--- config.mk ---
export PLATFORM = sky130hd
export DESIGN_NAME = gf2m_invshift_array
export DESIGN_NICKNAME = d
export VERILOG_FILES = /design/src/rtl/gf2m_invshift_pkg.sv /design/src/rtl/gf2m_invshift_cell.sv /design/src/rtl/gf2m_invshift_row.sv /design/src/rtl/gf2m_invshift_array.sv
export SDC_FILE = /design/constraint.sdc
export NUM_CORES = 1
export LEC_CHECK = 0
export ABC_CLOCK_PERIOD_IN_PS = 1700
export BUFFER_PORTS_ARGS = -buffer_cell sky130_fd_sc_hd__buf_2
export CAP_MARGIN = 20
export CORE_ASPECT_RATIO = 2
export CORE_MARGIN = 8
export CORE_UTILIZATION = 35
export DETAILED_ROUTE_END_ITERATION = 16
export PLACE_DENSITY = 0.61
export SYNTH_ARGS = -nofsm -noshare
export SYNTH_HDL_FRONTEND = slang
export SYNTH_SLANG_ARGS = --single-unit
--- constraint.sdc ---
create_clock -name clk -period 1.7 [get_ports clk]
set_clock_uncertainty 0.1 [all_clocks]
set_input_delay 0.34 -clock clk [delete_from_list [all_inputs] [get_ports clk]]
set_output_delay 0.34 -clock clk [all_outputs]
set_load 0.01 [all_outputs]
--- src/rtl/gf2m_invshift_pkg.sv ---
package gf2m_invshift_pkg;

    // number of B bits consumed by the array (the low half of B)
    function automatic int unsigned low_bits(int unsigned m);
        return (m - 1) / 2;
    endfunction

    // number of cell rows: one per low B bit plus the final reduction row
    function automatic int unsigned row_count(int unsigned m);
        return (m + 1) / 2;
    endfunction

    // width of an occupancy counter able to hold 0..n
    function automatic int unsigned count_width(int unsigned n);
        return $clog2(n + 1) + 1;
    endfunction

endpackage

--- src/rtl/gf2m_invshift_cell.sv ---
// One bit cell: carries the upper neighbour, applies the reduction
// feedback when selected, and adds one partial-product bit.
module gf2m_invshift_cell (
    input  logic up_i,
    input  logic sel_i,
    input  logic w_i,
    input  logic b_i,
    input  logic a_i,
    output logic d_o
);
    logic fb_term;
    logic pp_term;

    always_comb begin
        fb_term = sel_i & w_i;
        pp_term = b_i & a_i;
        d_o     = up_i ^ fb_term ^ pp_term;
    end
endmodule

--- src/rtl/gf2m_invshift_row.sv ---
// One pipeline row: M cells followed by the row register. A, the
// feedback weights and B travel alongside the partial result.
module gf2m_invshift_row
    import gf2m_invshift_pkg::*;
#(
    parameter int unsigned M       = 15,
    parameter int unsigned ROW_IDX = 0
) (
    input  logic                     clk,
    input  logic                     rst_n,
    input  logic                     vld_i,
    input  logic [M-1:0]             a_i,
    input  logic [M-1:0]             w_i,
    input  logic [low_bits(M)-1:0]   b_i,
    input  logic [M-1:0]             d_i,
    output logic                     vld_q,
    output logic [M-1:0]             a_q,
    output logic [M-1:0]             w_q,
    output logic [low_bits(M)-1:0]   b_q,
    output logic [M-1:0]             d_q
);
    localparam int unsigned HW = low_bits(M);

    logic         b_bit;
    logic [M-1:0] d_nxt;

    // accumulating rows pick their own B bit; the final row adds nothing
    generate
        if (ROW_IDX < HW) begin : g_acc
            assign b_bit = b_i[ROW_IDX];
        end else begin : g_red
            assign b_bit = 1'b0;
        end
    endgenerate

    generate
        for (genvar j = 0; j < M; j++) begin : g_col
            logic up;
            if (j == M - 1) begin : g_top
                assign up = 1'b0;
            end else begin : g_mid
                assign up = d_i[j+1];
            end
            gf2m_invshift_cell u_cell (
                .up_i  (up),
                .sel_i (d_i[0]),
                .w_i   (w_i[j]),
                .b_i   (b_bit),
                .a_i   (a_i[j]),
                .d_o   (d_nxt[j])
            );
        end
    endgenerate

    always_ff @(posedge clk or negedge rst_n) begin
        if (!rst_n) begin
            vld_q <= 1'b0;
            a_q   <= '0;
            w_q   <= '0;
            b_q   <= '0;
            d_q   <= '0;
        end else begin
            vld_q <= vld_i;
            a_q   <= a_i;
            w_q   <= w_i;
            b_q   <= b_i;
            d_q   <= d_nxt;
        end
    end


    shift_only_chk: assert property (@(posedge clk) disable iff (!rst_n)
        (vld_i && !b_bit && !d_i[0]) |=> (d_q == ($past(d_i) >> 1)));


    zero_a_chk: assert property (@(posedge clk) disable iff (!rst_n)
        (vld_i && (a_i == '0) && (d_i == '0)) |=> (d_q == '0));


    top_fb_chk: assert property (@(posedge clk) disable iff (!rst_n)
        (vld_i && d_i[0] && !(b_bit && a_i[M-1])) |=> d_q[M-1]);

endmodule

--- src/rtl/gf2m_invshift_array.sv ---
module gf2m_invshift_array
    import gf2m_invshift_pkg::*;
#(
    parameter int unsigned M = 15
) (
    input  logic                     clk,
    input  logic                     rst_n,
    input  logic                     in_valid,
    input  logic [M-1:0]             a_in,
    input  logic [low_bits(M)-1:0]   b_lo,
    input  logic [M-1:1]             g_mid,
    output logic                     out_valid,
    output logic [M-1:0]             d_out
);
    localparam int unsigned HW   = low_bits(M);
    localparam int unsigned ROWS = row_count(M);
    localparam int unsigned LAT  = ROWS + 1;
    localparam int unsigned CW   = count_width(LAT);

    // input register (stage 0)
    logic          in_v_q;
    logic [M-1:0]  in_a_q;
    logic [M-1:0]  in_w_q;
    logic [HW-1:0] in_b_q;

    always_ff @(posedge clk or negedge rst_n) begin
        if (!rst_n) begin
            in_v_q <= 1'b0;
            in_a_q <= '0;
            in_w_q <= '0;
            in_b_q <= '0;
        end else begin
            in_v_q <= in_valid;
            in_a_q <= a_in;
            in_w_q <= {1'b1, g_mid};
            in_b_q <= b_lo;
        end
    end

    // stage buses between rows
    logic          v_s [0:ROWS];
    logic [M-1:0]  a_s [0:ROWS];
    logic [M-1:0]  w_s [0:ROWS];
    logic [HW-1:0] b_s [0:ROWS];
    logic [M-1:0]  d_s [0:ROWS];

    assign v_s[0] = in_v_q;
    assign a_s[0] = in_a_q;
    assign w_s[0] = in_w_q;
    assign b_s[0] = in_b_q;
    assign d_s[0] = '0;

    generate
        for (genvar r = 0; r < ROWS; r++) begin : g_row
            gf2m_invshift_row #(
                .M       (M),
                .ROW_IDX (r)
            ) u_row (
                .clk   (clk),
                .rst_n (rst_n),
                .vld_i (v_s[r]),
                .a_i   (a_s[r]),
                .w_i   (w_s[r]),
                .b_i   (b_s[r]),
                .d_i   (d_s[r]),
                .vld_q (v_s[r+1]),
                .a_q   (a_s[r+1]),
                .w_q   (w_s[r+1]),
                .b_q   (b_s[r+1]),
                .d_q   (d_s[r+1])
            );
        end
    endgenerate

    assign out_valid = v_s[ROWS];
    assign d_out     = d_s[ROWS];

    // occupancy tracker for the latency checks
    logic [CW-1:0] inflight;

    always_ff @(posedge clk or negedge rst_n) begin
        if (!rst_n) begin
            inflight <= '0;
        end else begin
            inflight <= inflight + CW'(in_valid) - CW'(out_valid);
        end
    end


    occupancy_chk: assert property (@(posedge clk) disable iff (!rst_n)
        inflight <= CW'(LAT));


    no_orphan_chk: assert property (@(posedge clk) disable iff (!rst_n)
        out_valid |-> (inflight != '0));

endmodule

* Word level (Yosys, flattened, before mapping)
Index checks and enable logic that the tools add are counted.
Widths: inputs -> output; s select.
** Operators by class
- Bitwise operators :: 398
** Operator list (number)
- $and 1x1->1 :: 210
- $xor 1x1->1 :: 188
** Word-level totals
- Flip-flop bits (word level) :: 403
- Output and inout bits :: 16
- Word-level logic and storage cells :: 437

* Longest topological paths before layout
- Depth after elaboration :: 3
- Depth in mapped cells :: 3
- Depth with buffers taken out :: 2

* Modules after synthesis
From an unflattened synthesis, not the netlist that was laid out.
** Second synthesis, totals
- Cells, all modules :: 832
- Area total of the unflattened synthesis :: 15352.2 um2
** By module, submodules not included
- gf2m_invshift_row :: instances 8, cells an instance 54, area an instance 1330.0 um2, seq. area each 1326.3 um2
- gf2m_invshift_cell :: instances 120, cells an instance 3, area an instance 31.3 um2, seq. area each 0.0 um2
- gf2m_invshift_array :: instances 1, cells an instance 40, area an instance 958.4 um2, seq. area each 950.9 um2

* Worst setup path after synthesis
No wires, ideal clock.
- Path kind :: reg2reg
- Start :: register g_row[1].u_row.d_q[0]
- End :: register g_row[2].u_row.d_q[0]
- Library setup time :: 135 ps
- Data arrival time :: 922 ps
- Required time :: 1465 ps
- Setup slack :: 542 ps
- Stages on the path, launching flop included :: 4
- Cells stage by stage :: dfrtp_1 -> buf_6 -> nand2_1 -> xor3_1
** Between the ends
- Longest elaborated chain between the ends :: 3
** RTL lines
- start: declaration :: line gf2m_invshift_row.sv:20 : output logic [M-1:0] d_q
- start signal: assignment :: line gf2m_invshift_row.sv:67 : d_q <= d_nxt;
- $and 1x1->1 :: line gf2m_invshift_cell.sv:15 : fb_term = sel_i & w_i;
- $xor 1x1->1 (2 in series) :: line gf2m_invshift_cell.sv:17 : d_o = up_i ^ fb_term ^ pp_term;
- named net g_row[2].u_row.g_col[0].u_cell.d_o :: line gf2m_invshift_cell.sv:9 : output logic d_o
- end signal: assignment :: line gf2m_invshift_row.sv:67
- end: declaration :: line gf2m_invshift_row.sv:20
The timed path passes the listed nets, and every way through them passes these cells.

* Final worst setup path
- Start :: register g_row[7].u_row.d_q[10]
- End :: output d_out[10]
** RTL lines
- start: declaration :: line gf2m_invshift_row.sv:20
- start signal: assignment :: line gf2m_invshift_row.sv:67
- end: declaration :: line gf2m_invshift_array.sv:13 : output logic [M-1:0] d_out
No word-level cell between the ends.

==> flow_metrics.tcl <==
set metrics [dict create \
    status "finished clean" \
    power-per-cell-area_mw_per_mm2 1450 \
    rows 98 \
    num_vias 5415 \
    worstPathRequired_ps 1260 \
    synth_top_area_share_pct 75.4 \
    critPathKind "register to output pin" \
    synthFlopType "dfrtp_1" \
    fmax_mhz 651 \
    via_per_inst 4.13 \
    slowest_stage "dfrtp_1" \
    r2r_start "g_row[4].u_row.b_q[5]" \
    clk_path_buf_depth 3 \
    drive_gt1_share_pct 13.7 \
    first_pass_iters 3 \
    io_pins 55 \
    cp_cell_sequence "buf_2" \
    cts_tree "yes" \
    cp_max_fo 1 \
    avgSynthCellArea_sq_um 17.8 \
    ys_warn_count 0 \
    dp_cells 1222 \
    routedWlPerCell_um 14.6 \
    ys_async_sr_fraction_pct 100 \
    crit_start "g_row[7].u_row.d_q[10]" \
    finalSetupTns_ps 0 \
    grt_pass1_vias 6263 \
    crit_family "flip-flops" \
    ant_nets 0 \
    clock_latency_ps 540 \
    fp.dieH_um 285 \
    grt_max_degree 86 \
    syn_inst 711 \
    drt_wl_total_um 19200 \
    start_util_pct 35.5 \
    grt_pass1_wl_um 32400 \
    total_leakage_power_nw 7.50 \
    overflow 0 \
    fin_cells 1312 \
    drcViolationCount 0 \
    path_buf_inv 1 \
    irDropWorstVdd_uv 833 \
    synth_fp_nets 750 \
    track_usage_pct 9.61 \
    finalHoldViolations 0 \
    synth.most_common_cell "dfrtp_1" \
    cts_buffers 29 \
    antenna_found_initial 0 \
    synth_area_leaders "dfrtp_1 (75%), xor3_1 (16%), nand2_1 (5.7%)" \
    syn_to_final_growth_pct 17.7 \
    cp-end-kind "output pin" \
    dieArea_sq_mm 0.0429 \
    worst_path_largest_cell_delay_ps 400 \
    yosysSeqAreaShare_pct 75.4 \
    clk_pin_slew_ps 70 \
    port_buffers 54 \
    nets 880 \
    root_buffer "clkbuf_16" \
    ys_types 10 \
    critPathLaunchType "register" \
    syn_area_sq_mm 0.0127 \
    fin_crit_ps 1540 \
    dieWidth_um 151 \
    ctsHtreeMaxLevel 1 \
    yosys.area.top_type "dfrtp_1" \
    drv_cap 0 \
    diodes 0 \
    setup_viol 0 \
    cts_resized 0 \
    synth-seq-cells 382 \
    min_period_over_period_pct 90.4 \
    core_region_area_sq_mm 0.0357 \
    hp-class "input port to asynchronous set/reset pin" \
    nFillCells 3134 \
    drt_iter0_markers 185 \
    slew_viol_final 0 \
    synthTopCellsByCount "dfrtp_1 (382), nand2_1 (194), xor3_1 (84)" \
    synth_edf_count 0 \
    dp_hpwl_um 13800 \
    gp_congestion 0.747 \
    worst_ep_arrival_time_ps 1100 \
    rsz0062_at_grt "false" \
    clock-sinks 382 \
]
flip-flops by register name, summed over array words and instances, names as in the netlist:
signal,flops
g_row.u_row.a_q,90
g_row.u_row.b_q,21
g_row.u_row.d_q,120
g_row.u_row.vld_q,8
g_row.u_row.w_q,105
in_a_q,15
in_b_q,7
in_v_q,1
in_w_q,15
path summary, 6_finish.rpt:
kind / endpoint / depth (start not counted) / slack (ps)
min in group clk: g_row[4].u_row.b_q[6] / 0 / 240
min reg2reg: g_row[4].u_row.b_q[6] / 0 / 240
max: d_out[10] / 1 / 160
max in group asynchronous: g_row[5].u_row.w_q[13] / 3 / 730
min: g_row[0].u_row.w_q[8] / 2 / 110
max reg2reg: g_row[5].u_row.d_q[10] / 3 / 440
per-layer routing:
layer | vias up | routed length, um | track usage, %
met5 | - | 0 | 0
met4 | 0 | 659 | 4.52
met3 | 31 | 625 | 1.27
met2 | 86 | 11800 | 19.5
met1 | 2799 | 6040 | 8.87
li1 | 2499 | - | -
metrics by stage:
step                total power (W)  hold WS, ps  util (%)  area (sq um)  setup slack, ps
global placement             0.0151         70.8      38.1         13600              433
finish                       0.0216          109      41.8         14900              164
detailed placement           0.0152         69.4      38.1         13600              405
floorplan                    0.0139        -55.6         -         12700              542
CTS                          0.0220         94.7      41.8         14900              100
global route                 0.0227          116      41.8         14900              101
what timing repair did:
item | CTS | global route
hold buffers | 38 | 0
buffers inserted | 0 | 0
endpoints found under the hold margin | 419 | 0
cells in the final DEF, fill, tap and decap left out:
| master | n |
|---|---|
| dfrtp_1 | 382 |
| nand2_1 | 194 |
| xor3_1 | 84 |
| buf_2 | 53 |
| dlygate4sd3_1 | 38 |
| clkbuf_16 | 29 |
| buf_4 | 18 |
| and2_1 | 16 |
| xnor2_1 | 14 |
| clkbuf_1 | 9 |
| xor2_1 | 6 |
| clkbuf_8 | 6 |
| clkinv_2 | 6 |
| buf_12 | 3 |
| bufinv_16 | 2 |
| conb_1 | 1 |
| buf_8 | 1 |
power breakdown:
group	internal (W)	switching [W]	leakage, nW
clock	0.00371	0.00295	0.463
sequential	0.0105	0.000617	4.49
combinational	0.00252	0.00134	2.55
total	0.0167	0.00491	7.50
area by class of cell:
class                      instances  area, sq um  share of cell area [%]
multi-input combinational        315         3000                    20.1
clock inverter                     8         90.1                   0.604
clock buffer                      44          842                    5.65
tap                              450          563                    3.78
timing repair buffer             113          856                    5.74
sequential                       382         9560                    64.1
cell families (layout without fill, tap and decap cells):
| family | Yosys count | in the layout | share of synthesized area (%) |
|---|---|---|---|
| other cells | 1 | 1 | 0.0296 |
| xor+xnor | 104 | 104 | 17.1 |
| flops | 382 | 382 | 75.4 |
| simple gates | 210 | 210 | 6.54 |
| buf+inv | 14 | 165 | 0.839 |
Power figures use the tool's default switching activity.
